**src/rtl/dec_ctl_pkg.sv**
```systemverilog
package dec_ctl_pkg;
  typedef enum logic [2:0] {
    ST_IDLE  = 3'd0,
    ST_RUN   = 3'd1,
    ST_BLK   = 3'd2,
    ST_UNB   = 3'd3,
    ST_SQ    = 3'd4
  } dec_state_e;
endpackage

```
**src/rtl/dec_skid_fifo.sv**
```systemverilog
module dec_skid_fifo #(
  parameter int BW    = 32,
  parameter int DEPTH = 4
) (
  input  logic          clk,
  input  logic          rst_n,
  input  logic          push,
  input  logic          pop,
  input  logic          flush,
  input  logic [BW-1:0] din,
  output logic [BW-1:0] dout,
  output logic          empty,
  output logic          last,
  output logic          ovf
);
  localparam int AW = (DEPTH > 1) ? $clog2(DEPTH) : 1;
  localparam int CW = $clog2(DEPTH + 1);

  logic [BW-1:0] mem [DEPTH];
  logic [AW-1:0] wp_q, rp_q, wp_d, rp_d;
  logic [CW-1:0] cnt_q, cnt_d;
  logic          full, do_push, do_pop;

  assign full    = (cnt_q == CW'(DEPTH));
  assign empty   = (cnt_q == '0);
  assign last    = (cnt_q == CW'(1));
  assign do_push = push & ~full & ~flush;
  assign do_pop  = pop & ~empty & ~flush;
  assign ovf     = push & full;
  assign dout    = mem[rp_q];

  always_comb begin
    wp_d  = wp_q;
    rp_d  = rp_q;
    cnt_d = cnt_q;
    if (flush) begin
      wp_d  = '0;
      rp_d  = '0;
      cnt_d = '0;
    end else begin
      if (do_push) wp_d = (wp_q == AW'(DEPTH - 1)) ? '0 : wp_q + AW'(1);
      if (do_pop)  rp_d = (rp_q == AW'(DEPTH - 1)) ? '0 : rp_q + AW'(1);
      cnt_d = cnt_q + CW'(do_push) - CW'(do_pop);
    end
  end

  always_ff @(posedge clk or negedge rst_n) begin
    if (!rst_n) begin
      wp_q  <= '0;
      rp_q  <= '0;
      cnt_q <= '0;
    end else begin
      wp_q  <= wp_d;
      rp_q  <= rp_d;
      cnt_q <= cnt_d;
    end
  end

  always_ff @(posedge clk) begin
    if (do_push) mem[wp_q] <= din;
  end


  no_overflow_chk: assert property (@(posedge clk) disable iff (!rst_n)
    push |-> !full);


  flush_empty_chk: assert property (@(posedge clk) disable iff (!rst_n)
    flush |=> empty);
endmodule

```
**src/rtl/dec_slot_scan.sv**
```systemverilog
module dec_slot_scan #(
  parameter int W = 4
) (
  input  logic [W-1:0] vld,
  input  logic [W-1:0] ctl,
  input  logic [W-1:0] res,
  input  logic [W-1:0] mis,
  output logic [W-1:0] fwd,
  output logic [W-1:0] hit_vec
);
  logic [W:0]   alive;
  logic [W-1:0] bad;

  assign alive[0] = 1'b1;

  for (genvar i = 0; i < W; i++) begin : g_slot
    assign bad[i]       = ctl[i] & res[i] & mis[i];
    assign fwd[i]       = alive[i] & vld[i];
    assign alive[i + 1] = fwd[i] & ~bad[i];
  end

  assign hit_vec = fwd & bad;
endmodule

```
**src/rtl/dec_stall_fsm.sv**
```systemverilog
module dec_stall_fsm
  import dec_ctl_pkg::*;
(
  input  logic       clk,
  input  logic       rst_n,
  input  logic       stall_any,
  input  logic       sq_any,
  input  logic       fetch_nz,
  input  logic       mis_hit,
  input  logic       skid_empty,
  input  logic       skid_last,
  output dec_state_e st_q,
  output logic       push,
  output logic       pop,
  output logic       flush,
  output logic       fwd_en,
  output logic       fe_stall
);
  dec_state_e st_d;

  always_comb begin
    st_d     = st_q;
    push     = 1'b0;
    pop      = 1'b0;
    flush    = 1'b0;
    fwd_en   = 1'b0;
    fe_stall = 1'b0;
    if (sq_any) begin
      flush = 1'b1;
      st_d  = ST_SQ;
    end else begin
      unique case (st_q)
        ST_IDLE, ST_RUN: begin
          if (stall_any) begin
            push     = fetch_nz;
            fe_stall = 1'b1;
            st_d     = ST_BLK;
          end else begin
            fwd_en = 1'b1;
            if (mis_hit) begin
              flush = 1'b1;
              st_d  = ST_SQ;
            end else if (fetch_nz) begin
              st_d = ST_RUN;
            end
          end
        end
        ST_BLK: begin
          push     = fetch_nz;
          fe_stall = 1'b1;
          if (!stall_any) st_d = (!skid_empty || fetch_nz) ? ST_UNB : ST_RUN;
        end
        ST_UNB: begin
          if (stall_any) begin
            push     = fetch_nz;
            fe_stall = 1'b1;
            st_d     = ST_BLK;
          end else begin
            fwd_en = 1'b1;
            if (mis_hit) begin
              flush = 1'b1;
              st_d  = ST_SQ;
            end else begin
              pop      = 1'b1;
              fe_stall = ~skid_last;
              if (skid_last) st_d = ST_RUN;
            end
          end
        end
        ST_SQ:   st_d = ST_RUN;
        default: st_d = ST_IDLE;
      endcase
    end
  end

  always_ff @(posedge clk or negedge rst_n) begin
    if (!rst_n) st_q <= ST_IDLE;
    else        st_q <= st_d;
  end


  squash_enter_chk: assert property (@(posedge clk) disable iff (!rst_n)
    sq_any |=> (st_q == ST_SQ));


  blocked_stall_chk: assert property (@(posedge clk) disable iff (!rst_n)
    (st_q == ST_BLK && !sq_any) |-> (fe_stall && !fwd_en));
endmodule

```
**src/rtl/dec_stall_ctl.sv**
```systemverilog
module dec_stall_ctl
  import dec_ctl_pkg::*;
#(
  parameter int W     = 4,
  parameter int TAG_W = 8,
  parameter int PC_W  = 16,
  parameter int DEPTH = 4
) (
  input  logic             clk,
  input  logic             rst_n,
  input  logic [W-1:0]     fq_vld,
  input  logic [W-1:0]     fq_ctl,
  input  logic [W-1:0]     fq_res,
  input  logic [W-1:0]     fq_mis,
  input  logic [W-1:0]     fq_nosrc,
  input  logic [W*TAG_W-1:0] fq_tag,
  input  logic [W*PC_W-1:0]  fq_npc,
  input  logic             stall_ren,
  input  logic             stall_iex,
  input  logic             stall_cmt,
  input  logic             cmt_squash,
  input  logic             cmt_rob_sq,
  output logic [W-1:0]     rn_valid,
  output logic [W-1:0]     rn_ready,
  output logic [W*TAG_W-1:0] rn_tag,
  output logic             fe_stall,
  output logic             fe_squash,
  output logic             fe_mispred,
  output logic [PC_W-1:0]  fe_npc,
  output logic [2:0]       mode,
  output logic             skid_ovf
);
  localparam int SW = 5 + TAG_W + PC_W;
  localparam int BW = W * SW;

  logic [BW-1:0] fq_bun, skid_dout, src;
  logic [W-1:0]  s_vld, s_ctl, s_res, s_mis, s_nos, fwd, hit_vec;
  logic [TAG_W-1:0] s_tag [W];
  logic [PC_W-1:0]  s_npc [W];
  logic stall_any, sq_any, mis_hit;
  logic push, pop, flush, fwd_en, skid_empty, skid_last;
  dec_state_e st_q;

  assign stall_any = stall_ren | stall_iex | stall_cmt;
  assign sq_any    = cmt_squash | cmt_rob_sq;

  for (genvar i = 0; i < W; i++) begin : g_pack
    assign fq_bun[i*SW +: SW] = {fq_npc[i*PC_W +: PC_W], fq_tag[i*TAG_W +: TAG_W],
                                 fq_nosrc[i], fq_mis[i], fq_res[i], fq_ctl[i], fq_vld[i]};
    assign s_vld[i] = src[i*SW];
    assign s_ctl[i] = src[i*SW + 1];
    assign s_res[i] = src[i*SW + 2];
    assign s_mis[i] = src[i*SW + 3];
    assign s_nos[i] = src[i*SW + 4];
    assign s_tag[i] = src[i*SW + 5 +: TAG_W];
    assign s_npc[i] = src[i*SW + 5 + TAG_W +: PC_W];
    assign rn_valid[i] = fwd_en & fwd[i];
    assign rn_ready[i] = rn_valid[i] & s_nos[i];
    assign rn_tag[i*TAG_W +: TAG_W] = rn_valid[i] ? s_tag[i] : '0;
  end

  assign src = (st_q == ST_UNB) ? skid_dout : fq_bun;

  dec_slot_scan #(.W(W)) u_scan (
    .vld     (s_vld),
    .ctl     (s_ctl),
    .res     (s_res),
    .mis     (s_mis),
    .fwd     (fwd),
    .hit_vec (hit_vec)
  );

  assign mis_hit = |hit_vec;

  dec_stall_fsm u_fsm (
    .clk        (clk),
    .rst_n      (rst_n),
    .stall_any  (stall_any),
    .sq_any     (sq_any),
    .fetch_nz   (fq_vld[0]),
    .mis_hit    (mis_hit),
    .skid_empty (skid_empty),
    .skid_last  (skid_last),
    .st_q       (st_q),
    .push       (push),
    .pop        (pop),
    .flush      (flush),
    .fwd_en     (fwd_en),
    .fe_stall   (fe_stall)
  );

  dec_skid_fifo #(.BW(BW), .DEPTH(DEPTH)) u_skid (
    .clk   (clk),
    .rst_n (rst_n),
    .push  (push),
    .pop   (pop),
    .flush (flush),
    .din   (fq_bun),
    .dout  (skid_dout),
    .empty (skid_empty),
    .last  (skid_last),
    .ovf   (skid_ovf)
  );

  assign fe_squash  = fwd_en & mis_hit;
  assign fe_mispred = fe_squash;
  assign mode       = st_q;

  always_comb begin
    fe_npc = '0;
    for (int i = 0; i < W; i++) begin
      if (fwd_en && hit_vec[i]) fe_npc = fe_npc | s_npc[i];
    end
  end


  fwd_prefix_chk: assert property (@(posedge clk) disable iff (!rst_n)
    ((({1'b0, rn_valid} + (W+1)'(1)) & {1'b0, rn_valid}) == '0));


  hit_onehot_chk: assert property (@(posedge clk) disable iff (!rst_n)
    $onehot0(hit_vec));


  mispred_sq_chk: assert property (@(posedge clk) disable iff (!rst_n)
    fe_squash |=> (mode == 3'd4));


  squash_quiet_chk: assert property (@(posedge clk) disable iff (!rst_n)
    (sq_any || mode == 3'd4) |-> (rn_valid == '0 && !fe_squash));
endmodule

```
**config.mk**
```make
export PLATFORM = sky130hd
export DESIGN_NAME = dec_stall_ctl
export DESIGN_NICKNAME = d
export VERILOG_FILES = /design/src/rtl/dec_ctl_pkg.sv /design/src/rtl/dec_skid_fifo.sv /design/src/rtl/dec_slot_scan.sv /design/src/rtl/dec_stall_fsm.sv /design/src/rtl/dec_stall_ctl.sv
export SDC_FILE = /design/constraint.sdc
export NUM_CORES = 1
export LEC_CHECK = 0
export BUFFER_PORTS_ARGS = -buffer_cell sky130_fd_sc_hd__buf_2
export CAP_MARGIN = 20
export CORE_ASPECT_RATIO = 0.8
export CORE_MARGIN = 3
export CORE_UTILIZATION = 40
export CTS_BUF_LIST = sky130_fd_sc_hd__clkbuf_4 sky130_fd_sc_hd__clkbuf_8 sky130_fd_sc_hd__clkbuf_16
export CTS_CLUSTER_DIAMETER = 80
export DETAILED_ROUTE_END_ITERATION = 10
export GPL_TIMING_DRIVEN = 0
export PLACE_DENSITY_LB_ADDON = 0.2
export SYNTH_ARGS = -nofsm -noshare
export SYNTH_HDL_FRONTEND = slang
export SYNTH_SLANG_ARGS = --single-unit
```
**constraint.sdc**
```tcl
create_clock -name clk -period 4.2 [get_ports clk]
set_input_delay 0.21 -clock clk [delete_from_list [all_inputs] [get_ports clk]]
set_output_delay 0.21 -clock clk [all_outputs]
set_load 0.02 [all_outputs]
```
After elaboration in Yosys (flattened, before gate mapping)

Memory sizes are Yosys's and may differ from the RTL's.
Cells that the tools add are included.

Logic and storage cells: 123
Output and inout port bits: 63
Bits in registers: 10
Memory bits (writable): 464
Memories: 1
Bits of input ports: 123

Mux-type cells: 47
Add/subtract/negate cells: 4
Reduce and logical (&&, ||, !) cells: 14
Eq/ne operators: 11
Bitwise logic cells: 42

Memory list:

| name       | depth | width | read ports | clocked after memory_dff | wr ports | line                | source |
|---|---|---|---|---|---|---|---|
| u_skid.mem | 4     | 116   | 1          | 0                        | 1        | dec_skid_fifo.sv:19 | `logic [BW-1:0] mem [DEPTH];` |

Operators by type and width:

| operator            | count |
|---|---|
| $mux 116            | 1 |
| $mux 16             | 4 |
| $or 16x16->16       | 3 |
| $mux 8              | 4 |
| $and 1x1->1         | 28 |
| $mux 3              | 9 |
| $mux 1              | 19 |
| $mux 2              | 7 |
| $pmux 3 s4          | 1 |
| $not 1->1           | 7 |
| $eq 3x1->1 const B  | 2 |
| $eq 3x2->1 const B  | 2 |
| $eq 3x3->1 const B  | 2 |
| $logic_not 3->1     | 2 |
| $ne 5x3->1 const B  | 1 |
| $ne 5x4->1 const B  | 1 |
| $add 2x1->2 const B | 2 |
| $and 4x4->4         | 1 |
| $eq 2x2->1 const B  | 2 |
| $logic_and 1x1->1   | 4 |
| $reduce_bool 2->1   | 2 |
| $reduce_or 4->1     | 1 |
| $add 3x1->3         | 1 |
| $ne 3x3->1 const B  | 1 |
| other kinds (9)     | 11 |

Depth between registers and ports, before layout

Depth in word-level cells: 22
Gate-level depth with buffers: 16
Gate-level depth less buffers: 14

By module

A second synthesis with hierarchy kept.

Cells, all modules: 1125
Area, all modules: 19886.6 sq um

By module, submodules not included:

| module        | sequential area each (sq um) | cells each | area each (sq um) | times used |
|---|---|---|---|---|
| dec_skid_fifo | 14108.5                      | 655        | 17175.2           | 1 |
| dec_stall_ctl | 0.0                          | 428        | 2378.5            | 1 |
| dec_stall_fsm | 75.1                         | 25         | 226.5             | 1 |
| dec_slot_scan | 0.0                          | 17         | 106.4             | 1 |

Worst setup path after synthesis

No wires, ideal clock.

Path kind: reg2reg
From: register u_fsm.st_q[2]
To: memory u_skid.mem[0][0] in the netlist's numbering, enable pin
Arrival: 4120 ps
Setup slack: -409 ps
Path buffers: 1
Library setup time: 489 ps
Cell stages (with the launch flop): 6
Cell sequence: dfrtp_1 buf_6 nor3_1 nand3_1 a21oi_1 and2_1

Cells in the longest elaborated chain, start to end: 21

Ends and longest elaborated chain:

| item                             | line                                     | source |
|---|---|---|
| start: declaration               | dec_stall_fsm.sv:12                      | `output dec_state_e st_q,` |
| start signal: assignment         | dec_stall_fsm.sv:78                      | `else st_q <= st_d;` |
| $eq 3x2->1                       | dec_stall_fsm.sv:32, dec_stall_ctl.sv:62 |  |
| $mux 116                         | dec_stall_ctl.sv:62                      | `assign src = (st_q == ST_UNB) ? skid_dout : fq_bun;` |
| $and 1x1->1 (2 in series)        | dec_slot_scan.sv:17                      | `assign bad[i] = ctl[i] & res[i] & mis[i];` |
| $not 1->1                        | dec_slot_scan.sv:19                      | `assign alive[i + 1] = fwd[i] & ~bad[i];` |
| $and 1x1->1                      | dec_slot_scan.sv:19                      |  |
| $and 1x1->1                      | dec_slot_scan.sv:18                      | `assign fwd[i] = alive[i] & vld[i];` |
| $and 1x1->1                      | dec_slot_scan.sv:19                      |  |
| $and 1x1->1                      | dec_slot_scan.sv:18                      |  |
| [... 4 more ...]                 | -                                        |  |
| $mux 1                           | dec_stall_fsm.sv:40, dec_stall_fsm.sv:60 |  |
| $mux 1                           | dec_stall_fsm.sv:34                      | `if (stall_any) begin` |
| $mux 1                           | -                                        |  |
| $mux 1                           | dec_stall_fsm.sv:28                      | `if (sq_any) begin` |
| $not 1->1                        | dec_skid_fifo.sv:27                      | `assign do_push = push & ~full & ~flush;` |
| $and 1x1->1 (*)                  | dec_skid_fifo.sv:27                      |  |
| $mux 1 (*)                       | dec_skid_fifo.sv:60                      | `if (do_push) mem[wp_q] <= din;` |
| $mux 1 (not written as such) (*) | dec_skid_fifo.sv:60                      |  |
| end: declaration                 | dec_skid_fifo.sv:19                      |  |

Every way passes the cells marked *; elsewhere a longest branch is shown, timed or not.

Worst setup path after layout

From: register u_skid.rp_q[0]
To: output port rn_tag[31]

Cells in the longest elaborated chain, start to end: 13

Ends and longest elaborated chain:

| item                      | line                | source |
|---|---|---|
| start: declaration        | dec_skid_fifo.sv:20 | `logic [AW-1:0] wp_q, rp_q, wp_d, rp_d;` |
| start signal: assignment  | dec_skid_fifo.sv:54 | `rp_q <= rp_d;` |
| $mem_v2 4x116 (*)         | -                   |  |
| $mux 116 (*)              | dec_stall_ctl.sv:62 |  |
| $and 1x1->1 (2 in series) | dec_slot_scan.sv:17 |  |
| $not 1->1                 | dec_slot_scan.sv:19 |  |
| $and 1x1->1               | dec_slot_scan.sv:19 |  |
| $and 1x1->1               | dec_slot_scan.sv:18 |  |
| $and 1x1->1               | dec_slot_scan.sv:19 |  |
| $and 1x1->1               | dec_slot_scan.sv:18 |  |
| $and 1x1->1               | dec_slot_scan.sv:19 |  |
| $and 1x1->1               | dec_slot_scan.sv:18 |  |
| $and 1x1->1               | dec_stall_ctl.sv:57 | `assign rn_valid[i] = fwd_en & fwd[i];` |
| $mux 8 (*)                | dec_stall_ctl.sv:59 | `assign rn_tag[i*TAG_W +: TAG_W] = rn_valid[i] ? s_tag[i] : '0;` |
| end: declaration          | dec_stall_ctl.sv:25 | `output logic [W*TAG_W-1:0] rn_tag,` |

Marks and branches as above.

==> results by group <==
Synthesis
  – Mapped Area: 0.0190 mm²
  – EDFF count, synth: 464
  – Mean Syn Cell Area: 19.9 µm²
  – Post-synthesis sequential area ratio: 74.5%
  – Synthesized instance count: roughly 960
  – Yosys cell types: just over 50
  – Syn nets: 1088
  – Top FF cell, synth: edfxtp_1
  – Ys async rst share: 2.11%
  – Ys Warns: 0
  – Yosys reg bits: 474

Route
  – Final ANT Viol Nets: 0
  – WL final: 45900 µm
  – DRT Pass-1 Iters: 5
  – Wire per inst: about 23 µm
  – Vias per cell: 5.26
  – DRT iter0 DRCs: about 790
  – DRC violations left: 0
  – Via count: 10400

Power and ir drop
  – Worst vdd ir: 275 µV
  – Pleak: 7.92 nW
  – Pint: between 7 and 8 mW
  – Net Sw Frac: 19.7%
  – Comb pwr share: 3.2%
  – Power per cell area: 405 mW/mm²
  – Clock power frac: 42.8%
  – Switching power: 1.90 mW
  – Register share of total power: 54.0%

Final layout
  – Post-layout instance area: 0.0239 mm²
  – Layout cell share with drive strength beyond 1: 32.4%
  – Area grow syn2layout: 25.3%
  – Fin cells: 1977
  – Final nets: 1457

STA
  – Total Neg Setup Slack: 0 ns
  – Fin crit share: 97.2%
  – Unrepaired setup endpoints after global routing: true
  – Hold_ws: ~0.063 ns
  – Slew @ Worst Pin: 0.935 ns
  – Final Max Slew Viols: 0
  – Final worst path period need: 4.08 ns
  – Clock Skew: 0.0195 ns
  – Fmax: 245 MHz
  – Hold Violations, Final: 0
  – Final WS setup: 0.116 ns
  – Max-slew headroom: a little under two fifths
  – Final Setup Violations: 0

Global routing
  – Initial antenna violation count: 5
  – Vias in the first global route: roughly 11000
  – Largest net degree at the start of global routing: 53
  – First-pass GRT wire length: 69200 µm
  – Global route overflow: 0
  – GRT Total Usage: 18.2%

Die
  – Initial Utilization: ~41%
  – # rows: 70
  – Die Y: 201 µm
  – Core area: 0.0463 mm²
  – DIE WIDTH: 250 µm
  – # IOs: 186
  – Die area: 0.0503 mm²

Worst setup path
  – Crit start category: flip-flop
  – Crit end category: output port
  – Crit path DAT: 3.87 ns
  – CP max-delay cell: or4_4
  – Crit Path Category: flip-flop to output port
  – CP bufs+invs: 3
  – CP delay by family, top: simple AND/OR/NAND/NOR gates
  – Crit Path Max Fanout: 10
  – Worst-path cell chain: buf_4 > mux4_2 > mux2i_2 > or3_4 > or3b_4 > or4_4 > clkbuf_1 > a21oi_1 > buf_2
  – CP Data Required Time: 3.99 ns
  – Crit-path max cell delay: 0.58 ns

Worst hold path
  – Worst hold path class: input pin to flip-flop

Clock tree
  – H-Tree Depth: 2
  – CTS clk-pin slew, worst paths: 0.06 ns
  – CTS tree: yes
  – Clk_lat worst skew: 0.58 ns
  – Num CTS Buffers: 48
  – CTS Buffer Depth: 3
  – Root Buffer: clkbuf_16
  – Clk sinks: 474

Place
  – Placed cells: 1762
  – PortBufs: around 190
  – Dpl cell area: 0.0210 mm²
  – GP Congestion: 0.732
  – DPL Wire Length: 29300 µm
  – Pre-CTS setup slack: 0.0496 ns

Flow run
  – Number of max-cap violations: 0

Run status
  – Status: finished, final reports clean
cells in the final DEF (no fill, tap or decap), drive strengths merged, types with 3 or more instances in the layout:
| cell | netlist | routed |
|---|---|---|
| mux4 | 106 | 106 |
| buf | 25 | 219 |
| dlygate4sd3 | 0 | 119 |
| nand4 | 7 | 7 |
| or3 | 5 | 5 |
| nand2b | 3 | 3 |
| edfxtp | 464 | 464 |
| dfrtp | 10 | 10 |
| clkdlybuf4s15 | 0 | 4 |
| mux2i | 67 | 67 |
| bufinv | 0 | 3 |
| o21ai | 3 | 3 |
| and2 | 6 | 6 |
| clkinv | 0 | 19 |
| inv | 10 | 13 |
| o22a | 16 | 16 |
| nor2 | 13 | 13 |
| nand3 | 12 | 12 |
| nor3 | 3 | 3 |
| ha | 7 | 7 |
| nand4b | 5 | 5 |
| o31ai | 3 | 3 |
| a21oi | 37 | 37 |
| o221ai | 16 | 16 |
| nand2 | 81 | 81 |
| clkbuf | 29 | 92 |
power groups by stage:
| stage | sequential [mW] | clock [mW] | combinational (mW) |
|---|---|---|---|
| 6_report | 5.21 | 4.14 | 0.309 |
| 5_1_grt | 5.21 | 4.43 | 0.339 |
| 4_1_cts | 5.21 | 4.23 | 0.307 |
| 3_5_place_dp | 5.31 | 0 | 0.212 |
| 3_3_place_gp | 5.31 | 0 | 0.201 |
| 2_1_floorplan | 5.31 | 0 | 0.0612 |
repair_timing:
item	CTS	global route
hold endpoints to repair	475	0
endpoints found under the setup margin	48	30
buffers inserted	1	5
pin swaps	2	0
hold buffers	119	0
resized for setup	33	14
through the flow:
step	power [mW]	util (%)
finish	9.65	51.5
floorplan	5.37	-
global placement	5.51	44.8
detailed placement	5.52	45.3
global route	9.98	51.5
CTS	9.75	51.3
kinds of logic after synthesis:
logic type | synth area share (%)
simple gates | 3.52
xor+xnor | 0.0920
mux | 16.2
fa+ha+maj | 0.565
buf+inv | 1.54
flops | 74.5
compound gates | 3.63
cells in the mapped netlist, drive strengths merged (2+ instances only):
cell    number  area [µm²]
o22a        16         140
o21ai        3        15.0
nand4        7        43.8
nand4b       5        43.8
mux2         2        22.5
inv         10        37.5
dfrtp       10         250
o211ai       2        15.0
nor3         3        15.0
nand2b       3        18.8
and2         6        37.5
mux4       106        2390
nand2       81         304
or3          5        31.3
ha           7        87.6
nand3b       2        15.0
o31ai        3        22.5
buf         25         148
a31oi        2        12.5
a21oi       37         185
o311a        2        20.0
nor2        13        48.8
o221ai      16         209
nand3       12        60.1
mux2i       67         671
edfxtp     464       13900
clkbuf      29         109
state kept, by name, indices dropped and copies added (netlist names):
signal / cells
u_skid.cnt_q: 3
u_skid.rp_q: 2
u_fsm.st_q: 3
u_skid.mem: 464
u_skid.wp_q: 2
worst paths after layout:
path / from / endpoint / slack (ns) / depth (start not counted)
max: u_skid.rp_q[0]$_DFFE_PN0P_ / rn_tag[31] / 0.12 / 9
min: cmt_squash / u_fsm.st_q[1]$_DFFE_PN0P_ / 0.06 / 3
max reg2reg: u_skid.rp_q[1]$_DFFE_PN0P_ / u_skid.cnt_q[2]$_DFF_PN0_ / 0.44 / 15
min reg2reg: u_skid.wp_q[1]$_DFFE_PN0P_ / u_skid.wp_q[1]$_DFFE_PN0P_ / 0.63 / 2
max in group asynchronous: rst_n / u_skid.rp_q[1]$_DFFE_PN0P_ / 3.91 / 2
min in group asynchronous: rst_n / u_skid.wp_q[1]$_DFFE_PN0P_ / 0.07 / 2
layout make-up:
class                      instances  area, µm²
fill                            3775      22500
sequential                       474      14200
multi-input combinational        419       4630
timing repair buffer             319       2400
clock buffer                      61       1320
tap                              612        766
buffer                            54        317
clock inverter                    26        206
inverter                          10       37.5
antenna                            2       5.00
worst register-to-register path, delay by kind of cell, from the launching register on:
kind	cells	cell delay (ns)
buffers and inverters	3	0.50
DFF	1	0.48
xor gates and xnor gates	2	0.30
muxes	2	0.60
AOI/OAI and AO/OA	2	0.35
and+or+nand+nor	3	0.59
adders and majority gates	3	0.79
per-layer routing:
layer	vias to the layer above	share of wire (%)	track usage (%)
met5	-	0.052	0
met4	6	1.5	3.85
met3	57	6.0	4.16
met2	257	46	28.0
met1	5388	46	26.8
li1	4691	-	-
No activity file was read; power rests on OpenSTA's default activity.
